### src/rtl/alu8_pkg.sv
package alu8_pkg;
  localparam int unsigned DW = 8;
  localparam int unsigned NW = DW / 2;
  localparam int unsigned OPW = 4;

  typedef enum logic [OPW-1:0] {
    OP_ADD = 4'd0,
    OP_ADC = 4'd1,
    OP_SUB = 4'd2,
    OP_SBC = 4'd3,
    OP_AND = 4'd4,
    OP_OR  = 4'd5,
    OP_XOR = 4'd6,
    OP_RLC = 4'd7,
    OP_RRC = 4'd8,
    OP_SHL = 4'd9,
    OP_SHR = 4'd10
  } alu_op_e;

  localparam logic [OPW-1:0] OP_LAST = 4'd10;

  // layout S Z - H - PV N C
  typedef struct packed {
    logic s;
    logic z;
    logic u5;
    logic h;
    logic u3;
    logic pv;
    logic n;
    logic c;
  } flags_t;

  localparam logic [7:0] FLAG_MASK = 8'hD7;
endpackage

### src/rtl/alu8_arith.sv
module alu8_arith
  import alu8_pkg::*;
#(
  parameter int unsigned W  = DW,
  localparam int unsigned HW = W / 2
) (
  input  logic [W-1:0] a_i,
  input  logic [W-1:0] b_i,
  input  logic         cin_i,
  input  logic         sub_i,
  output logic [W-1:0] res_o,
  output logic         c_o,
  output logic         h_o,
  output logic         v_o
);
  logic [W-1:0] b_eff;
  logic         ci_eff;
  logic [HW:0]  lo_sum;
  logic [W:0]   full_sum;

  // subtraction as a + ~b + ~cin; borrow is inverted carry
  always_comb begin
    b_eff    = sub_i ? ~b_i : b_i;
    ci_eff   = sub_i ? ~cin_i : cin_i;
    lo_sum   = {1'b0, a_i[HW-1:0]} + {1'b0, b_eff[HW-1:0]} + {{HW{1'b0}}, ci_eff};
    full_sum = {1'b0, a_i} + {1'b0, b_eff} + {{W{1'b0}}, ci_eff};
    res_o    = full_sum[W-1:0];
    c_o      = full_sum[W] ^ sub_i;
    h_o      = lo_sum[HW] ^ sub_i;
    v_o      = (a_i[W-1] == b_eff[W-1]) && (full_sum[W-1] != a_i[W-1]);
  end
endmodule

### src/rtl/alu8_logic.sv
module alu8_logic
  import alu8_pkg::*;
#(
  parameter int unsigned W = DW
) (
  input  alu_op_e      op_i,
  input  logic [W-1:0] a_i,
  input  logic [W-1:0] b_i,
  input  logic         cin_i,
  output logic [W-1:0] res_o,
  output logic         c_o,
  output logic         h_o
);
  always_comb begin
    res_o = '0;
    c_o   = 1'b0;
    h_o   = 1'b0;
    unique case (op_i)
      OP_AND: begin res_o = a_i & b_i; h_o = 1'b1; end
      OP_OR:  res_o = a_i | b_i;
      OP_XOR: res_o = a_i ^ b_i;
      OP_RLC: begin res_o = {a_i[W-2:0], cin_i}; c_o = a_i[W-1]; end
      OP_RRC: begin res_o = {cin_i, a_i[W-1:1]}; c_o = a_i[0]; end
      OP_SHL: begin res_o = {a_i[W-2:0], 1'b0}; c_o = a_i[W-1]; end
      OP_SHR: begin res_o = {1'b0, a_i[W-1:1]}; c_o = a_i[0]; end
      default: ;
    endcase
  end
endmodule

### src/rtl/alu8_flag_reg.sv
module alu8_flag_reg
  import alu8_pkg::*;
(
  input  logic       clk_i,
  input  logic       rst_ni,
  input  logic       upd_i,
  input  flags_t     upd_flags_i,
  input  logic       we_i,
  input  logic [7:0] wdata_i,
  output flags_t     flags_o
);
  flags_t flags_q;

  // direct write wins over an update
  always_ff @(posedge clk_i or negedge rst_ni) begin
    if (!rst_ni)      flags_q <= '0;
    else if (we_i)    flags_q <= flags_t'(wdata_i & FLAG_MASK);
    else if (upd_i)   flags_q <= flags_t'(upd_flags_i & FLAG_MASK);
  end

  assign flags_o = flags_q;
endmodule

### src/rtl/alu8_core.sv
module alu8_core
  import alu8_pkg::*;
(
  input  logic           clk_i,
  input  logic           rst_ni,
  input  logic           ld_i,
  input  logic [OPW-1:0] op_i,
  input  logic [DW-1:0]  a_i,
  input  logic [DW-1:0]  b_i,
  input  logic           flag_we_i,
  input  logic [7:0]     flag_wdata_i,
  output logic [DW-1:0]  res_o,
  output logic [7:0]     flags_o
);
  alu_op_e      op;
  flags_t       flags_q;
  flags_t       flags_d;
  logic         op_valid, is_arith, commit;
  logic [DW-1:0] ar_res, lg_res, res_d, res_q;
  logic         ar_c, ar_h, ar_v, lg_c, lg_h;

  assign op       = alu_op_e'(op_i);
  assign op_valid = (op_i <= OP_LAST);
  assign is_arith = (op_i[OPW-1:2] == '0);
  assign commit   = ld_i & op_valid;

  // op bit1 selects subtract, bit0 selects use of stored carry
  alu8_arith #(.W(DW)) u_arith (
    .a_i   (a_i),
    .b_i   (b_i),
    .cin_i (op_i[0] & flags_q.c),
    .sub_i (op_i[1]),
    .res_o (ar_res),
    .c_o   (ar_c),
    .h_o   (ar_h),
    .v_o   (ar_v)
  );

  alu8_logic #(.W(DW)) u_logic (
    .op_i  (op),
    .a_i   (a_i),
    .b_i   (b_i),
    .cin_i (flags_q.c),
    .res_o (lg_res),
    .c_o   (lg_c),
    .h_o   (lg_h)
  );

  always_comb begin
    res_d      = is_arith ? ar_res : lg_res;
    flags_d    = '0;
    flags_d.s  = res_d[DW-1];
    flags_d.z  = (res_d == '0);
    flags_d.h  = is_arith ? ar_h : lg_h;
    flags_d.pv = is_arith ? ar_v : ~^res_d;
    flags_d.n  = is_arith & op_i[1];
    flags_d.c  = is_arith ? ar_c : lg_c;
  end

  always_ff @(posedge clk_i or negedge rst_ni) begin
    if (!rst_ni)     res_q <= '0;
    else if (commit) res_q <= res_d;
  end

  alu8_flag_reg u_flags (
    .clk_i       (clk_i),
    .rst_ni      (rst_ni),
    .upd_i       (commit),
    .upd_flags_i (flags_d),
    .we_i        (flag_we_i),
    .wdata_i     (flag_wdata_i),
    .flags_o     (flags_q)
  );

  assign res_o   = res_q;
  assign flags_o = flags_q;
endmodule

### config.mk
export PLATFORM = sky130hd
export DESIGN_NAME = alu8_core
export DESIGN_NICKNAME = d
export VERILOG_FILES = /design/src/rtl/alu8_pkg.sv /design/src/rtl/alu8_arith.sv /design/src/rtl/alu8_logic.sv /design/src/rtl/alu8_flag_reg.sv /design/src/rtl/alu8_core.sv
export SDC_FILE = /design/constraint.sdc
export NUM_CORES = 1
export LEC_CHECK = 0
export BUFFER_PORTS_ARGS = -buffer_cell sky130_fd_sc_hd__buf_2
export CORE_ASPECT_RATIO = 2
export CORE_UTILIZATION = 33
export CTS_CLUSTER_SIZE = 28
export DETAILED_ROUTE_END_ITERATION = 8
export PLACE_DENSITY = 0.58
export SYNTH_ARGS = -nofsm -noshare
export SYNTH_HDL_FRONTEND = slang
export SYNTH_HIERARCHICAL = 1
export SYNTH_SLANG_ARGS = --single-unit
### constraint.sdc
create_clock -name clk_i -period 3.35 [get_ports clk_i]
set_input_delay 0.1675 -clock clk_i [delete_from_list [all_inputs] [get_ports clk_i]]
set_output_delay 0.1675 -clock clk_i [all_outputs]
set_load 0.01 [all_outputs]
# Word-level counts from Yosys, hierarchy flattened
# Cells that the tools add are included.
[totals]
ff_bits = 16
input_bits = 32
output_inout_bits = 16
wordCells = 51
[classes]
add_sub_neg = 4
n_lt_le_gt_ge = 1
eq_ne = 9
muxes = 11
n_bitwise = 10
reduce_logical = 7
[op_table]
columns = ["operator", "n"]
rows = [
  ["$pmux W8 S7", 1],
  ["$mux W8", 4],
  ["$eq A4 B3 Y1 const B", 4],
  ["$eq A4 B4 Y1 const B", 3],
  ["$add A8 B8 Y9", 1],
  ["$add A9 B1 Y9", 1],
  ["$and A8 B8 Y8", 1],
  ["$logic_not A8 Y1", 1],
  ["$not A8 Y8", 1],
  ["$or A8 B8 Y8", 1],
  ["$reduce_xnor A8 Y1", 1],
  ["$xor A8 B8 Y8", 1],
  ["$add A4 B4 Y5", 1],
  ["$add A5 B1 Y5", 1],
  ["$mux W1", 5],
  ["$le A4 B4 Y1 const B", 1],
  ["$reduce_or A2 Y1", 2],
  ["$and A1 B1 Y1", 3],
  ["$logic_not A2 Y1", 1],
  ["$pmux W1 S2", 1],
  ["$reduce_bool A2 Y1", 1],
  ["$xor A1 B1 Y1", 2],
  ["$eq A1 B1 Y1", 1],
  ["$logic_and A1 B1 Y1", 1],
  ["other kinds (2)", 2],
]

# Depth between registers and ports, before layout
[depth]
word_depth = 9
mapped_depth = 15
depth_no_buf = 15

# By module
# The synthesis kept the hierarchy.
[modules_own_cells]
columns = ["module", "instances", "cells_each", "area_per_inst_um2"]
rows = [
  ["alu8_logic", 1, 78, 645.6],
  ["alu8_core", 1, 52, 585.6],
  ["alu8_arith", 1, 50, 424.2],
  ["alu8_flag_reg", 1, 29, 297.8],
]

# Worst setup path before layout
# OpenSTA, ideal clock, no wires.
[synth_timing]
path_type = "register -> register"
from = "register, netlist name u_flags/flags_o[0]"
to = "register, netlist name u_flags/flags_o[2]"
t_arrival_ns = 3.173
required_ns = 3.226
path_slack_ns = 0.053
stages_incl_launch_ff = 16
path_buffers = 0
synth_period_minus_slack_ns = 3.297
path_cell_list = "dfrtp_1 and2_1 xor2_1 fa_1 fa_1 a211oi_1 o21bai_1 a21oi_1 xnor2_1 mux2i_1 ha_1 xor2_1 xnor2_1 o21ai_0 mux2i_1 o21ai_1"

==> flow_metrics.tcl <==
set metrics [dict create \
    run_status "finished clean" \
    clock_skew_ps 2.05 \
    cts_max_path_buffers 2 \
    cp_slowest_stage_delay_ps 380 \
    drt-total-wl_mm 4.46 \
    place_hpwl_mm 3.72 \
    placeableCoreArea_mm2 0.00571 \
    timing.critical_path.buf_inv 1 \
    final.period_utilization_pct 95.7 \
    cts_num_sinks 14 \
    pin_count 48 \
    cts_tree "yes" \
    final.fill_count 601 \
    replace_congestion 0.804 \
    crit_path_cell_trace "and2_1, xor2_1, fa_2, fa_2, buf_4, a21o_1, a21oi_2, xnor2_2, mux2i_1, ha_1, xor2_1, xnor2_1, o21ai_1, mux2i_1, o21ai_1" \
    worst_slack_ps 145 \
    route.detailed.wl_per_inst_um 14.1 \
    fp-row-count 39 \
    die_height_um 111 \
    drt_pass1_iterations 4 \
    required_ps 3480 \
    irDropWorstVdd_mv 0.383 \
    yosys_warnings 6 \
    synth_area_mm2 0.00195 \
    drc 0 \
    worst-slew-pin-transition_ps 1020 \
    timing.critical_path.to_type "register" \
    worst_hold_slack_ps 130 \
    drtIter0Drc 33 \
    finish.net_count 318 \
    worstHoldPathType "input pin to register" \
    synthToLayoutAreaGrowth_pct 20.9 \
    critical_path.max_fanout 2 \
    syn_area_cell_um2 9.37 \
    vias_per_cell 5.01 \
    timing.final.max_slew_violations 0 \
    max_freq_mhz 312 \
    clock-root-buffer "sky130_fd_sc_hd__clkbuf_16" \
    power_leakage_nw 1.20 \
    global_route.overflow_total 0 \
    grt_setup_unrepaired "true" \
    grt_max_degree 15 \
    groute.usage.overall_pct 15.6 \
    detail-route-antenna-nets 0 \
    critical_path_arrival_ps 3330 \
    drv_cap 0 \
    clk_latency_ps 250 \
    start_kind "register" \
    antenna_violations_before_repair 0 \
    path_class "register to register" \
    share_of_final_layout_standard_cells_stronger_than_drive_strength_1_pct 31.0 \
    post-place-ws_ps -120 \
    clkSlewWorstSetupHoldPaths_ps 50 \
    tritoncts.num_buffers 3 \
    tns_ps 0 \
    synth_cells 208 \
    num_antenna_cells 0 \
    fp.dieW_um 56.3 \
    via_count_of_the_first_global_routing_pass 1687 \
    initial_utilization_pct 34.1 \
    cts.htree.levels 1 \
    final_period_minus_worst_setup_slack_ps 3210 \
    detailroute.via_count 1583 \
    pwr_density_cell_mw_per_mm2 372 \
    setup_violations 0 \
    place.port_buffers 43 \
    worst_slew_margin_rel_pct 31.9 \
    timing_hold_violations_final 0 \
    grt_pass1_wl_mm 7.82 \
    cp_slowest_cell "sky130_fd_sc_hd__dfrtp_1" \
    crit_family "adder cells" \
    die_area_mm2 0.00624 \
]
## placed cells by master (no fill, tap or decap), types with 7 or more instances in the layout
cell	n
sky130_fd_sc_hd__nand2_1	7
sky130_fd_sc_hd__xor2_1	11
sky130_fd_sc_hd__dfrtp_1	14
sky130_fd_sc_hd__buf_4	10
sky130_fd_sc_hd__o21ai_1	7
sky130_fd_sc_hd__mux2i_1	26
sky130_fd_sc_hd__inv_1	25
sky130_fd_sc_hd__xnor2_1	8
sky130_fd_sc_hd__ha_1	27
sky130_fd_sc_hd__buf_2	43
## area by class of cell
type / count / area, um2 / share of cell area (%)
clock buffer: 3 / 75.1 / 3.19
inverter: 25 / 93.8 / 3.98
multi-input combinational: 159 / 1460 / 62.0
sequential: 14 / 350 / 14.9
tap: 61 / 76.3 / 3.24
timing repair buffer: 54 / 300 / 12.7
## through the flow
stage | utilization [%] | std cells | total power [mW] | cell area (um2)
final | 41.3 | 316 | 0.876 | 2360
after global routing | 41.3 | 316 | 0.946 | 2360
after CTS | 40.7 | 315 | 0.873 | 2330
after detailed placement | 39.0 | 311 | 0.640 | 2230
after global placement | 39.0 | 311 | 0.630 | 2230
after floorplan | - | 209 | 0.507 | 1950
## per-layer routing
| metal | global-route usage [%] | part of all wire, % |
|---|---|---|
| met5 | 0 | 0 |
| met4 | 7.15 | 2.3 |
| met3 | 0.583 | 2.3 |
| met2 | 29.8 | 57 |
| met1 | 17.0 | 39 |
## worst paths after layout
path | from | to | slack, ps | cells after the start
max in group asynchronous | rst_ni | u_flags/flags_o[6] | 2770 | 2
min reg2reg | res_o[7] | res_o[7] | 510 | 1
min in group asynchronous | rst_ni | u_flags/flags_o[1] | 340 | 2
max reg2reg | u_flags/flags_o[0] | u_flags/flags_o[2] | 140 | 15
min | flag_wdata_i[6] | u_flags/flags_o[6] | 130 | 3
max | u_flags/flags_o[0] | u_flags/flags_o[2] | 140 | 15
## state kept, by name, summed over array words and instances (netlist names)
register,flops
u_flags/flags_o,6
res_o,8
## tightest hold or removal path, cell delays in order
cell,delay [ps]
sky130_fd_sc_hd__buf_2,80
sky130_fd_sc_hd__nand2_1,40
sky130_fd_sc_hd__o21ai_1,60
## timing repair
action,in CTS,in global routing
setup buffers,0,1
resized for setup,4,5
hold endpoints to repair,14,0
pin swaps,0,4
hold buffers,1,0
gates cloned,0,0
endpoints found under the setup margin,1,1
## report_power, final
group | switching, mW | internal (mW)
Sequential | 0.0156 | 0.203
Combinational | 0.216 | 0.216
Clock | 0.0694 | 0.156
Total | 0.301 | 0.575
Power figures use the tool's default switching activity.
